File: src/rtl/desamp_pkg.sv
package desamp_pkg;

   typedef enum logic [1:0] {
      DE_HOLD = 2'd0,
      DE_OPEN = 2'd1,
      DE_SHUT = 2'd2
   } de_act_e;

endpackage

File: src/rtl/desamp_gate.sv
module desamp_gate
   import desamp_pkg::*;
#(
   parameter int unsigned CYC_W    = 9,
   parameter int unsigned N_OPEN   = 3,
   parameter int unsigned N_CLOSE  = 3,
   parameter int unsigned OPEN_POS  [N_OPEN]  = '{8, 56, 60},
   parameter int unsigned CLOSE_POS [N_CLOSE] = '{168, 376, 380},
   parameter int unsigned CUT_POS  = 468
) (
   input  logic             clk,
   input  logic             rst_n,
   input  logic [CYC_W-1:0] cyc_i,
   input  logic             h_i,
   input  logic             wrap_i,
   output logic             de_o
);

   logic [N_OPEN-1:0]  open_hit;
   logic [N_CLOSE-1:0] close_hit;
   logic               cut_hit;
   de_act_e            act;
   logic               de_q;

   for (genvar gi = 0; gi < N_OPEN; gi++) begin : g_open
      if (OPEN_POS[gi] >= (1 << CYC_W)) begin : g_bad
         $error("open position beyond counter range");
      end
      assign open_hit[gi] = (cyc_i == CYC_W'(OPEN_POS[gi]));
   end

   for (genvar gj = 0; gj < N_CLOSE; gj++) begin : g_close
      if (CLOSE_POS[gj] >= (1 << CYC_W)) begin : g_bad
         $error("close position beyond counter range");
      end
      assign close_hit[gj] = (cyc_i == CYC_W'(CLOSE_POS[gj]));
   end

   if (CUT_POS >= (1 << CYC_W)) begin : g_bad_cut
      $error("cut position beyond counter range");
   end
   assign cut_hit = (cyc_i == CYC_W'(CUT_POS));

   always_comb begin
      act = DE_HOLD;
      if (wrap_i)                  act = DE_SHUT;
      else if (cut_hit && h_i)     act = DE_SHUT;
      else if ((|close_hit) && !h_i) act = DE_SHUT;
      else if ((|open_hit) && h_i) act = DE_OPEN;
   end

   always_ff @(posedge clk) begin
      if (!rst_n)             de_q <= 1'b0;
      else if (act == DE_OPEN) de_q <= 1'b1;
      else if (act == DE_SHUT) de_q <= 1'b0;
   end

   assign de_o = de_q;

   a_r2_rise_needs_window : assert property (@(posedge clk) disable iff (!rst_n)
      $rose(de_q) |-> $past(h_i) && !$past(wrap_i));

   a_r4_cut_closes : assert property (@(posedge clk) disable iff (!rst_n)
      (cut_hit && h_i) |=> !de_q);

   a_r5_hold_elsewhere : assert property (@(posedge clk) disable iff (!rst_n)
      (!(|open_hit) && !(|close_hit) && !cut_hit && !wrap_i) |=> $stable(de_q));

   a_r6_wrap_clears : assert property (@(posedge clk) disable iff (!rst_n)
      wrap_i |=> !de_q);

endmodule

File: src/rtl/desamp_bytecnt.sv
module desamp_bytecnt #(
   parameter int unsigned CYC_W  = 9,
   parameter int unsigned BYTE_W = 9
) (
   input  logic              clk,
   input  logic              rst_n,
   input  logic              de_i,
   input  logic              wrap_i,
   output logic [BYTE_W-1:0] bytes_o,
   output logic              vld_o
);

   localparam int unsigned ACC_W = CYC_W + 1;

   if (BYTE_W < CYC_W) begin : g_bad_w
      $error("byte count too narrow for a full line");
   end

   logic [ACC_W-1:0] acc_q;
   logic [ACC_W-1:0] acc_sum;
   logic [ACC_W-1:0] half;

   assign acc_sum = acc_q + ACC_W'(de_i);
   assign half    = acc_sum >> 1;

   always_ff @(posedge clk) begin
      if (!rst_n) begin
         acc_q   <= '0;
         bytes_o <= '0;
         vld_o   <= 1'b0;
      end else if (wrap_i) begin
         acc_q   <= '0;
         bytes_o <= BYTE_W'(half);
         vld_o   <= 1'b1;
      end else begin
         acc_q   <= acc_sum;
         vld_o   <= 1'b0;
      end
   end

   a_r7_report_after_wrap : assert property (@(posedge clk) disable iff (!rst_n)
      vld_o |-> $past(wrap_i));

   a_r7_wrap_reports : assert property (@(posedge clk) disable iff (!rst_n)
      wrap_i |=> vld_o);

   a_r7_no_overflow : assert property (@(posedge clk) disable iff (!rst_n)
      vld_o |-> (bytes_o <= BYTE_W'(1 << (CYC_W - 1))));

endmodule

File: src/rtl/desamp_loadseq.sv
module desamp_loadseq #(
   parameter int unsigned CYC_W     = 9,
   parameter int unsigned DET_POS   = 62,
   parameter int unsigned LOAD_POS  = 64,
   parameter int unsigned PIX_DELAY = 17
) (
   input  logic             clk,
   input  logic             rst_n,
   input  logic [CYC_W-1:0] cyc_i,
   input  logic             de_i,
   input  logic             wrap_i,
   output logic             load_o,
   output logic             pix_o
);

   if (DET_POS >= LOAD_POS) begin : g_bad_order
      $error("detection must precede load");
   end

   logic det_q;
   logic load_q;

   always_ff @(posedge clk) begin
      if (!rst_n) begin
         det_q  <= 1'b0;
         load_q <= 1'b0;
      end else begin
         if (wrap_i)                          det_q <= 1'b0;
         else if (cyc_i == CYC_W'(DET_POS))   det_q <= de_i;
         load_q <= !wrap_i && det_q && (cyc_i == CYC_W'(LOAD_POS));
      end
   end

   assign load_o = load_q;

   if (PIX_DELAY == 0) begin : g_nodelay
      assign pix_o = load_q;
   end else begin : g_delay
      logic [PIX_DELAY-1:0] pipe_q;
      always_ff @(posedge clk) begin
         if (!rst_n) pipe_q <= '0;
         else        pipe_q <= {pipe_q[PIX_DELAY-2+((PIX_DELAY==1)?1:0):0] & {(PIX_DELAY>1?PIX_DELAY-1:1){PIX_DELAY>1}}, load_q} & PIX_DELAY'({PIX_DELAY{1'b1}});
      end
      assign pix_o = pipe_q[PIX_DELAY-1];
   end

   a_r8_load_position : assert property (@(posedge clk) disable iff (!rst_n)
      load_q |-> ($past(cyc_i) == CYC_W'(LOAD_POS)));

   a_r8_load_pulse : assert property (@(posedge clk) disable iff (!rst_n)
      load_q |=> !load_q);

endmodule

File: src/rtl/de_window_sampler.sv
module de_window_sampler
   import desamp_pkg::*;
#(
   parameter int unsigned MAX_LINE  = 512,
   parameter int unsigned CUT_POS   = 468,
   parameter int unsigned DET_POS   = 62,
   parameter int unsigned LOAD_POS  = 64,
   parameter int unsigned PIX_DELAY = 17,
   parameter int unsigned CYC_W     = $clog2(MAX_LINE),
   parameter int unsigned BYTE_W    = $clog2(MAX_LINE / 2 + 1)
) (
   input  logic              clk,
   input  logic              rst_n,
   input  logic [CYC_W-1:0]  line_cyc_i,
   input  logic              h_win_i,
   input  logic              line_wrap_i,
   output logic              de_o,
   output logic              load_o,
   output logic              pix_first_o,
   output logic [BYTE_W-1:0] bytes_o,
   output logic              bytes_vld_o
);

   localparam int unsigned N_OPEN  = 3;
   localparam int unsigned N_CLOSE = 3;
   localparam int unsigned OPEN_SET  [N_OPEN]  = '{8, 56, 60};
   localparam int unsigned CLOSE_SET [N_CLOSE] = '{168, 376, 380};

   if (MAX_LINE < 2) begin : g_bad_len
      $error("line length too small");
   end
   if (CUT_POS >= MAX_LINE) begin : g_bad_cut
      $error("cut position beyond line length");
   end

   logic de_w;

   desamp_gate #(
      .CYC_W    (CYC_W),
      .N_OPEN   (N_OPEN),
      .N_CLOSE  (N_CLOSE),
      .OPEN_POS (OPEN_SET),
      .CLOSE_POS(CLOSE_SET),
      .CUT_POS  (CUT_POS)
   ) u_gate (
      .clk   (clk),
      .rst_n (rst_n),
      .cyc_i (line_cyc_i),
      .h_i   (h_win_i),
      .wrap_i(line_wrap_i),
      .de_o  (de_w)
   );

   desamp_bytecnt #(
      .CYC_W (CYC_W),
      .BYTE_W(BYTE_W)
   ) u_cnt (
      .clk    (clk),
      .rst_n  (rst_n),
      .de_i   (de_w),
      .wrap_i (line_wrap_i),
      .bytes_o(bytes_o),
      .vld_o  (bytes_vld_o)
   );

   desamp_loadseq #(
      .CYC_W    (CYC_W),
      .DET_POS  (DET_POS),
      .LOAD_POS (LOAD_POS),
      .PIX_DELAY(PIX_DELAY)
   ) u_load (
      .clk   (clk),
      .rst_n (rst_n),
      .cyc_i (line_cyc_i),
      .de_i  (de_w),
      .wrap_i(line_wrap_i),
      .load_o(load_o),
      .pix_o (pix_first_o)
   );

   assign de_o = de_w;

   a_r1_quiet_after_reset : assert property (@(posedge clk)
      $rose(rst_n) |-> !de_o && !load_o && !pix_first_o && !bytes_vld_o);

endmodule

File: config.mk
export PLATFORM = sky130hd
export DESIGN_NAME = de_window_sampler
export DESIGN_NICKNAME = d
export VERILOG_FILES = /design/src/rtl/desamp_pkg.sv /design/src/rtl/desamp_gate.sv /design/src/rtl/desamp_bytecnt.sv /design/src/rtl/desamp_loadseq.sv /design/src/rtl/de_window_sampler.sv
export SDC_FILE = /design/constraint.sdc
export NUM_CORES = 1
export LEC_CHECK = 0
export ABC_AREA = 1
export CORE_MARGIN = 4
export CORE_UTILIZATION = 55
export CTS_CLUSTER_DIAMETER = 80
export DETAILED_ROUTE_END_ITERATION = 8
export DONT_BUFFER_PORTS = 1
export MAX_ROUTING_LAYER = met4
export PLACE_DENSITY = 0.7
export SKIP_CTS_REPAIR_TIMING = 1
export SYNTH_ARGS = -nofsm -noshare
export SYNTH_HDL_FRONTEND = slang
export SYNTH_SLANG_ARGS = --single-unit
File: constraint.sdc
create_clock -name clk -period 1.7 [get_ports clk]
set_input_delay 0.17 -clock clk [delete_from_list [all_inputs] [get_ports clk]]
set_output_delay 0.17 -clock clk [all_outputs]
set_load 0.005 [all_outputs]
==> impl_metrics.csv, run 1 <==
group,metric,value,unit
critical_path,path_class,"flop to flop",
detailed_routing,post_drt_wl_per_cell,11.35,um
synth,synth_sequential_area_ratio,0.5112,
finish,final_core_util,0.6146,
detailed_routing,drtAntennaViolNets,0,
finish,syn_to_final_growth,7.268,%
synth,yosys.area.top_type_share,0.5112,
grt,grt_util_all_layers,0.1774,
timing,hold_violations,0,
synth,postSynthAreaPerCell,7.389,sq um
die,floorplan.die.height,61.37,um
timing,slew-limit-headroom,0.6047,
timing,slew_worst_pin,591.0,ps
synth,netlist_area,1567,sq um
clock_tree,cts_inserted_buffers,5,
timing,fmax,0.6980,GHz
die,die_wd,61.37,um
synth,synth_area_leaders,"sky130_fd_sc_hd__dfxtp_1, sky130_fd_sc_hd__nand2_1, sky130_fd_sc_hd__inv_1",
timing,timing.clock.skew,1.563,ps
placed_design,place.port_buffers,0,
detailed_routing,detailed_router_s_first_iteration_violation_count,42,
synth,synth-xor-area-share,0.01677,
critical_path,setup.worst_path.end_class,"flop",
placed_design,placement.setup.worst_slack,233.6,ps
synth,yosys_warnings,0,
synth,synthSimpleGateAreaFrac,0.3075,
synth,synth-seq-cells,40,
placed_design,gpl.final_weighted_congestion,0.8499,
clock_tree,ctsLongestPathBuffers,2,
power_and_ir_drop,vdd_ir_drop_max,0.0006258,V
detailed_routing,total_number_of_vias,1277,
die,die-area,3766,sq um
timing,finalCritPeriodShare,0.8427,
synth,mappedNetlistNets,228,
clock_tree,cts_num_sinks,40,
detailed_routing,avgViaCountPerCell,5.088,
die,core-area,2734,sq um
detailed_routing,drtPass1Iterations,4,
critical_path,critical-path-top-cell-by-count,"sky130_fd_sc_hd__nand2_1",
finish,fin_nets,235,
timing,setup-violations-final,0,
power_and_ir_drop,powerDensity,881.1,nW/um^2
grt,vias_in_the_first_global_route,1150,
timing,fin_setup_tns,0,ps
synth,yosys.cell_count.top_type,"sky130_fd_sc_hd__nand2_1",
placed_design,post-place-cells,240,
finish,design_area,1680,sq um
synth,ys_types,19,
grt,antenna_violations_before_repair,0,
critical_path,required_time_at_the_endpoint_of_the_critical_path,1950,ps
synth,synth_compound_area_frac,0.03834,
detailed_routing,totalWireLength,2850,um
critical_path,crit_arrival,1680,ps
synth,synthTopCellsByCount,"sky130_fd_sc_hd__nand2_1, sky130_fd_sc_hd__dfxtp_1, sky130_fd_sc_hd__inv_1",
run_status,outcome,"complete, no violations",
grt,grt_start_max_net_pins,21,
job,drv.max_cap_violation_count,0,
critical_path,cp_slowest_stage_delay,400,ps
placed_design,placed_area,1592,sq um
synth,netlist.top_cell.by_area,"sky130_fd_sc_hd__dfxtp_1",
finish,finish.cell_count_without_fillers,251,
timing,timing.final.ws_setup,267.4,ps
finish,antennaDiodeCount,0,
synth,post_synth_inst_count,212,
clock_tree,tritoncts,"built",
die,num_rows,19,
die,floorplan.io_pins,26,
critical_path,timing.critical_path.slowest_stage_cell,"sky130_fd_sc_hd__dfxtp_1",
synth,yosys.area_share.adder,0.02396,
die,initial_util,0.5730,
grt,global_route_wire_length_before_repair,4650,um
power_and_ir_drop,leakage,0.0008304,uW
critical_path,crit_start_category,"flop",
synth,synth_top_flop_cell,"sky130_fd_sc_hd__dfxtp_1",
timing,rsz_0062_raised_after_global_routing,"no",
timing,final.min_clock_period,1433,ps
placed_design,place.detailed.hpwl,2099,um
clock_tree,clk_latency,340,ps
synth,muxShareOfSynthArea,0,
finish,num-fill-cells,241,
critical_path,worstPathCellList,"ha_1 > ha_1 > nand3_2 > nor2_4 > nand2_1 > nand2_1 > nand2_1 > nand2_1 > nand2_1",
clock_tree,clk_pin_slew,100,ps
critical_path,critical_path_peak_fanout,4,
grt,globalRouteOverflowTotal,0,
detailed_routing,remaining_drc_errors,0,
synth,synth_top_family_by_area,"simple AND/OR/NAND/NOR gates",
clock_tree,clock-root-buffer,"sky130_fd_sc_hd__clkbuf_4",
finish,final_layout_size_suffix_gt1_frac,0.05455,
synth,synth-async-reset-ratio,0,
clock_tree,cts_htree_levels,2,
synth,synth_edf_count,0,
timing,final_max_slew_viol_count,0,
min_path,holdCritPathClass,"input port to flop",
metal layers:
metal	track usage	share of wire	routed length, um	vias up
li1	-	-	-	652
met1	0.1718	0.43	1220	569
met2	0.2961	0.46	1312	47
met3	0.09224	0.091	259	9
met4	0.07576	0.020	57	0
met5	-	0	0	-
layout by cell type (no fill, tap or decap):
cell,n
sky130_fd_sc_hd__clkbuf_4,5
sky130_fd_sc_hd__a21oi_1,6
sky130_fd_sc_hd__o21ai_1,1
sky130_fd_sc_hd__nor2_4,2
sky130_fd_sc_hd__buf_4,1
sky130_fd_sc_hd__dlygate4sd3_1,3
sky130_fd_sc_hd__nor2_2,1
sky130_fd_sc_hd__nor3_1,2
sky130_fd_sc_hd__clkbuf_8,1
sky130_fd_sc_hd__clkbuf_1,2
sky130_fd_sc_hd__nand2_1,66
sky130_fd_sc_hd__nand3_2,2
sky130_fd_sc_hd__ha_1,3
sky130_fd_sc_hd__nor2_1,22
sky130_fd_sc_hd__dfxtp_1,40
sky130_fd_sc_hd__o21ai_0,5
sky130_fd_sc_hd__nand3_1,16
sky130_fd_sc_hd__nand4_1,2
sky130_fd_sc_hd__xnor2_1,2
sky130_fd_sc_hd__xor2_1,1
sky130_fd_sc_hd__inv_1,37
metrics by stage:
| step | hold WS, ps | total power (uW) |
|---|---|---|
| CTS | -95.61 | 1496 |
| floorplan | 313.3 | 1007 |
| finish | 87.13 | 1481 |
| detailed placement | 270.9 | 1011 |
| global route | 88.48 | 1565 |
| global placement | 267.1 | 1009 |
cells by family after synthesis:
family,count (synthesis)
buffers and inverters,41
adder cells (fa/ha/maj),3
AND/OR/NAND/NOR,113
flip-flops,40
XOR/XNOR,3
AO/OA/AOI/OAI,12
report_power, final:
group / leakage (uW) / internal (uW) / switching (uW)
logic: 0.000475 / 17.5 / 39.9
registers: 0.000323 / 940 / 2.12
clock network: 0.0000326 / 204 / 277
layout make-up:
cell class / instances / area, sq um / share of cell area
sequential: 40 / 800.8 / 0.4765
inverter: 37 / 138.9 / 0.08265
clock buffer: 8 / 58.81 / 0.03500
multi-input combinational: 131 / 605.6 / 0.3604
tap: 31 / 38.79 / 0.02308
timing repair buffer: 4 / 37.54 / 0.02234
final timing paths:
path,start,to,slack (ps),cells past startpoint
setup / recovery,u_gate.de_o,u_cnt.bytes_o[5],270,9
hold / removal,line_cyc_i[0],u_load.det_q,90,4
setup reg to reg,u_gate.de_o,u_cnt.bytes_o[5],270,9
hold reg to reg,u_load.g_delay.pipe_q[0],u_load.g_delay.pipe_q[1],420,2
sequential cells by signal (all words and copies together), names as in the netlist:
name,flops
u_cnt.acc_q,10
u_cnt.bytes_o,9
u_cnt.vld_o,1
u_gate.de_o,1
u_load.det_q,1
u_load.g_delay.pipe_q,17
u_load.load_o,1
worst max-delay path, delay by kind of cell, from the launching register on:
family                   cells  cell delay (ps)
adder cells (fa/ha/maj)      2              410
AND/OR/NAND/NOR              7              530
flip-flops                   1              400
Power figures use the tool's default switching activity.
==> run 2: changes to the inputs <==
--- a/config.mk
+++ b/config.mk
@@ -5,14 +5,14 @@
 export SDC_FILE = /design/constraint.sdc
 export NUM_CORES = 1
 export LEC_CHECK = 0
-export ABC_AREA = 1
+export ABC_AREA = 0
 export CORE_MARGIN = 4
-export CORE_UTILIZATION = 55
+export CORE_UTILIZATION = 54
 export CTS_CLUSTER_DIAMETER = 80
 export DETAILED_ROUTE_END_ITERATION = 8
 export DONT_BUFFER_PORTS = 1
 export MAX_ROUTING_LAYER = met4
-export PLACE_DENSITY = 0.7
+export PLACE_DENSITY = 0.72
 export SKIP_CTS_REPAIR_TIMING = 1
 export SYNTH_ARGS = -nofsm -noshare
 export SYNTH_HDL_FRONTEND = slang
==> constraint.sdc (replaced) <==
create_clock -name clk -period 1.1 [get_ports clk]
set_input_delay 0.11 -clock clk [delete_from_list [all_inputs] [get_ports clk]]
set_output_delay 0.11 -clock clk [all_outputs]
set_load 0.005 [all_outputs]
==> impl_metrics.csv, run 2 <==
group,metric,value,unit
timing,rsz_0062_raised_after_global_routing,"yes",
synth,yosys.area.top_type_share,0.5503,
placed_design,place.port_buffers,0,
detailed_routing,remaining_drc_errors,0,
critical_path,r2r_start,"u_gate.de_o",
synth,synth-async-reset-ratio,0,
clock_tree,clk_latency,350,ps
timing,timing.clock.skew,5.712,ps
finish,final_core_util,0.7366,
finish,final_common_cell,"sky130_fd_sc_hd__dfxtp_1",
critical_path,reg2reg_slack,-290,ps
timing,final_max_slew_viol_count,0,
grt,grt_start_max_net_pins,28,
finish,regMostFlops,"u_load.g_delay.pipe_q",
clock_tree,cts_inserted_buffers,5,
finish,reg_top3,"u_load.g_delay.pipe_q (17), u_cnt.acc_q (10), u_cnt.bytes_o (9)",
power_and_ir_drop,vdd_ir_drop_max,0.001260,V
timing,fin_setup_tns,-3985,ps
synth,post_synth_inst_count,146,
synth,postSynthAreaPerCell,9.967,sq um
clock_tree,clock-root-buffer,"sky130_fd_sc_hd__clkbuf_4",
min_path,startpoint_of_the_most_critical_hold_path,"rst_n",
die,floorplan.die.height,59.91,um
synth,yosys.cell_count.top_type,"sky130_fd_sc_hd__dfxtp_1",
synth,netlist.top_cell.by_area,"sky130_fd_sc_hd__dfxtp_1",
finish,fin_nets,183,
critical_path,critical_path_peak_fanout,6,
finish,antennaDiodeCount,0,
timing,hold_violations,25,
run_status,violations,"negative hold slack, negative setup slack",
timing,final.min_clock_period,1394,ps
synth,ys_types,33,
timing,setup-violations-final,20,
detailed_routing,drtPass1Iterations,4,
synth,synth_sequential_area_ratio,0.5503,
synth,mappedNetlistNets,162,
critical_path,r2r.worst_path.cells,4,
synth,synth-seq-cells,40,
synth,synth_edf_count,0,
die,die-area,3589,sq um
detailed_routing,total_number_of_vias,1141,
detailed_routing,avgViaCountPerCell,5.763,
synth,yosys_warnings,0,
die,floorplan.io_pins,26,
detailed_routing,totalWireLength,3156,um
grt,grt_util_all_layers,0.1801,
critical_path,required_time_at_the_endpoint_of_the_critical_path,1370,ps
timing,slew-limit-headroom,0.5468,
critical_path,crit_start_category,"flop",
die,num_rows,18,
critical_path,setup.worst_path.start,"u_gate.de_o",
clock_tree,ctsLongestPathBuffers,2,
detailed_routing,post_drt_wl_per_cell,15.94,um
synth,netlist_area,1455,sq um
synth,synthTopCellsByCount,"sky130_fd_sc_hd__dfxtp_1, sky130_fd_sc_hd__and2_1, sky130_fd_sc_hd__o21ai_0",
timing,slew_worst_pin,677.6,ps
critical_path,rr_endpoint,"u_cnt.bytes_o[8]",
grt,antenna_violations_before_repair,0,
timing,finalCritPeriodShare,1.268,
synth,synth_area_leaders,"sky130_fd_sc_hd__dfxtp_1, sky130_fd_sc_hd__and2_1, sky130_fd_sc_hd__o21ai_0",
finish,final_cell_mix,"sky130_fd_sc_hd__dfxtp_1, sky130_fd_sc_hd__and2_1, sky130_fd_sc_hd__buf_4",
clock_tree,tritoncts,"built",
min_path,holdCritPathClass,"input port to flop",
finish,syn_to_final_growth,27.69,%
die,die_wd,59.91,um
grt,globalRouteOverflowTotal,0,
critical_path,setup.worst_path.end_class,"flop",
critical_path,worstSetupEndpoint,"u_cnt.bytes_o[8]",
critical_path,crit_arrival,1670,ps
clock_tree,clk_pin_slew,110,ps
die,core-area,2522,sq um
placed_design,place.detailed.hpwl,1862,um
critical_path,path_class,"flop to flop",
timing,timing.final.ws_setup,-294.3,ps
run_status,outcome,"finished with violations",
clock_tree,cts_htree_levels,2,
synth,synth_top_flop_cell,"sky130_fd_sc_hd__dfxtp_1",
detailed_routing,drtAntennaViolNets,0,
placed_design,gpl.final_weighted_congestion,0.8657,
finish,final_layout_size_suffix_gt1_frac,0.2679,
finish,largest_register_ffs,17,
power_and_ir_drop,leakage,0.0006863,uW
detailed_routing,detailed_router_s_first_iteration_violation_count,53,
timing,fmax,0.7172,GHz
die,initial_util,0.5769,
power_and_ir_drop,powerDensity,1346,nW/um^2
timing,holdWs,-122.2,ps
job,drv.max_cap_violation_count,0,
grt,vias_in_the_first_global_route,1024,
grt,global_route_wire_length_before_repair,4581,um
clock_tree,cts_num_sinks,40,
run 2: cell count changes after synthesis, sizes merged, moves of 13 or more:
| cell | previous run | this run |
|---|---|---|
| nor2 | 25 | 9 |
| nand2 | 66 | 5 |
| nand3 | 18 | 5 |
| inv | 37 | 4 |
| and2 | 0 | 20 |
run 2: kinds of logic after synthesis:
| group | after synthesis | synth area share |
|---|---|---|
| adders and majority gates | 3 | 0.02580 |
| xor gates and xnor gates | 3 | 0.01806 |
| DFF | 40 | 0.5503 |
| muxes | 3 | 0.02064 |
| AOI/OAI and AO/OA | 27 | 0.1066 |
| buffers and inverters | 9 | 0.02321 |
| and+or+nand+nor | 61 | 0.2554 |
run 2: area by class of cell:
type,instances,area [sq um]
timing repair buffer,19,167.7
multi-input combinational,97,754.5
tap,30,37.54
sequential,40,807.0
clock inverter,2,35.03
fill,182,664.4
inverter,4,15.01
clock buffer,6,41.29
run 2: worst min-delay path by stage:
stage	endpoint	slack (ps)	depth (start not counted)
2_1_floorplan	u_load.load_o	240	2
3_3_place_gp	u_cnt.bytes_o[2]	200	1
3_5_place_dp	u_cnt.bytes_o[2]	210	1
4_1_cts	u_cnt.bytes_o[2]	-180	1
5_1_grt	u_load.g_delay.pipe_q[11]	-150	1
6_report	u_load.g_delay.pipe_q[11]	-120	1
run 2: stage by stage:
| step | hold WS [ps] | setup slack, ps | area (sq um) | total power (uW) | std cells |
|---|---|---|---|---|---|
| floorplan | 235.7 | -262.1 | 1523 | 1567 | 146 |
| global placement | 202.5 | -287.2 | 1609 | 1564 | 180 |
| detailed placement | 207.4 | -309.2 | 1609 | 1565 | 180 |
| CTS | -177.1 | -341.7 | 1685 | 2494 | 188 |
| global route | -153.4 | -395.3 | 1858 | 2603 | 198 |
| finish | -122.2 | -294.3 | 1858 | 2500 | 198 |
run 2: worst max-delay path, stage by stage (launching register included):
cell,delay [ps]
sky130_fd_sc_hd__dfxtp_2,370
sky130_fd_sc_hd__ha_4,160
sky130_fd_sc_hd__nand4_4,130
sky130_fd_sc_hd__or4_4,530
sky130_fd_sc_hd__a31oi_1,140
run 2: report_power, final:
part           total [uW]  switching [uW]  internal, uW
Clock                 932             456           476
Combinational        92.8            45.7          47.1
Sequential           1480            11.5          1460
Total                2500             513          1990
run 2: layer usage:
layer | wire length, um | global-route usage | up-vias | share of wire
li1 | - | - | 563 | -
met1 | 1401 | 0.2093 | 540 | 0.44
met2 | 1504 | 0.2670 | 25 | 0.48
met3 | 144 | 0.07559 | 13 | 0.046
met4 | 106 | 0.08544 | 0 | 0.034
met5 | 0 | - | - | 0
==> run 3: changes to the inputs <==
--- a/config.mk
+++ b/config.mk
@@ -13,6 +13,7 @@
 export DONT_BUFFER_PORTS = 1
 export MAX_ROUTING_LAYER = met4
 export PLACE_DENSITY = 0.72
+export SETUP_SLACK_MARGIN = 0.3
 export SKIP_CTS_REPAIR_TIMING = 1
 export SYNTH_ARGS = -nofsm -noshare
 export SYNTH_HDL_FRONTEND = slang
==> impl_metrics.csv, run 3 (synthesis gave the netlist of run 2 again) <==
group,metric,value,unit
power_and_ir_drop,vdd_ir_drop_max,0.001195,V
placed_design,gpl.final_weighted_congestion,0.8404,
finish,final_cell_mix,"sky130_fd_sc_hd__dfxtp_1, sky130_fd_sc_hd__and2_1, sky130_fd_sc_hd__dfxtp_2",
timing,final_max_slew_viol_count,0,
placed_design,post-place-cells,180,
clock_tree,tritoncts,"built",
grt,vias_in_the_first_global_route,1105,
detailed_routing,drtPass1Iterations,4,
grt,antenna_violations_before_repair,0,
timing,setup-violations-final,14,
clock_tree,clock-root-buffer,"sky130_fd_sc_hd__clkbuf_4",
die,initial_util,0.5769,
timing,fmax,0.7202,GHz
die,floorplan.io_pins,26,
clock_tree,ctsLongestPathBuffers,2,
detailed_routing,drtAntennaViolNets,0,
clock_tree,cts_htree_levels,2,
finish,syn_to_final_growth,29.23,%
grt,grt_util_all_layers,0.1854,
finish,reg_top3,"u_load.g_delay.pipe_q (17), u_cnt.acc_q (10), u_cnt.bytes_o (9)",
critical_path,crit_start_category,"flop",
timing,timing.clock.skew,8.604,ps
run_status,outcome,"finished with violations",
timing,timing.final.ws_setup,-288.6,ps
clock_tree,cts_num_sinks,40,
detailed_routing,remaining_drc_errors,0,
finish,largest_register_ffs,17,
run_status,violations,"negative hold slack, negative setup slack",
timing,slew_worst_pin,372.6,ps
placed_design,place.detailed.hpwl,1906,um
finish,final_common_cell,"sky130_fd_sc_hd__dfxtp_1",
finish,regMostFlops,"u_load.g_delay.pipe_q",
power_and_ir_drop,leakage,0.0006931,uW
timing,rsz_0062_raised_after_global_routing,"yes",
clock_tree,clk_pin_slew,120,ps
critical_path,required_time_at_the_endpoint_of_the_critical_path,1370,ps
placed_design,place.port_buffers,0,
finish,final_layout_size_suffix_gt1_frac,0.3494,
finish,final_core_util,0.7455,
detailed_routing,total_number_of_vias,1111,
die,core-area,2522,sq um
finish,finish.cell_count_without_fillers,196,
timing,fin_setup_tns,-2954,ps
critical_path,setup.worst_path.end_class,"flop",
timing,hold_violations,28,
grt,globalRouteOverflowTotal,0,
die,floorplan.die.height,59.91,um
job,drv.max_cap_violation_count,0,
detailed_routing,totalWireLength,2959,um
detailed_routing,post_drt_wl_per_cell,15.10,um
die,die_wd,59.91,um
power_and_ir_drop,powerDensity,1246,nW/um^2
detailed_routing,avgViaCountPerCell,5.668,
critical_path,path_class,"flop to flop",
min_path,holdCritPathClass,"input port to flop",
clock_tree,clk_latency,350,ps
critical_path,crit_arrival,1660,ps
finish,fin_nets,181,
finish,antennaDiodeCount,0,
timing,holdWs,-171.8,ps
die,num_rows,18,
detailed_routing,detailed_router_s_first_iteration_violation_count,20,
clock_tree,cts_inserted_buffers,5,
timing,finalCritPeriodShare,1.262,
critical_path,critical_path_peak_fanout,4,
grt,grt_start_max_net_pins,28,
die,die-area,3589,sq um
timing,final.min_clock_period,1389,ps
timing,slew-limit-headroom,0.7495,
grt,global_route_wire_length_before_repair,4809,um
[run 3: routing by layer]
| layer | routed length, um | global-route usage | up-vias |
|---|---|---|---|
| li1 | - | - | 558 |
| met1 | 1325 | 0.1995 | 532 |
| met2 | 1457 | 0.2855 | 15 |
| met3 | 132 | 0.07343 | 6 |
| met4 | 44 | 0.1108 | 0 |
| met5 | 0 | - | - |
[run 3: metrics by stage]
step | power (uW) | setup WS, ps | cell area [sq um]
2_1_floorplan | 1568 | -262.1 | 1529
3_3_place_gp | 1564 | -288.0 | 1614
3_5_place_dp | 1567 | -309.2 | 1614
4_1_cts | 2339 | -335.3 | 1680
5_1_grt | 2447 | -380.6 | 1881
6_report | 2343 | -288.6 | 1881
[run 3: critical path, cell delays in order (launching register included)]
cell                      delay, ps
sky130_fd_sc_hd__dfxtp_2        370
sky130_fd_sc_hd__ha_4           160
sky130_fd_sc_hd__ha_4           130
sky130_fd_sc_hd__nand4_1        130
sky130_fd_sc_hd__or3_4          370
sky130_fd_sc_hd__a31oi_1        160
[run 3: worst paths after layout]
| kind | startpoint | endpoint | slack (ps) | depth (start not counted) |
|---|---|---|---|---|
| worst max register to register | u_gate.de_o | u_cnt.bytes_o[5] | -290 | 5 |
| worst min-delay path | line_wrap_i | u_cnt.bytes_o[2] | -170 | 1 |
| worst max-delay path | u_gate.de_o | u_cnt.bytes_o[5] | -290 | 5 |
| worst min register to register | u_load.g_delay.pipe_q[11] | u_load.g_delay.pipe_q[12] | 450 | 1 |
[run 3: cell type report]
class	instances	area, sq um
clock inverters	2	15.01
inverters	4	15.01
repair buffers	17	155.1
clock buffers	6	51.30
multi-input cells	97	782.0
flip-flops and latches	40	824.5
well taps	30	37.54
fillers	182	641.9
[run 3: where the power goes]
part	total [uW]	switching, uW	internal [uW]	leakage [uW]
combinational	81.1	37.5	43.6	0.000332
sequential	1470	11.5	1460	0.000331
clock	789	478	310	0.0000305
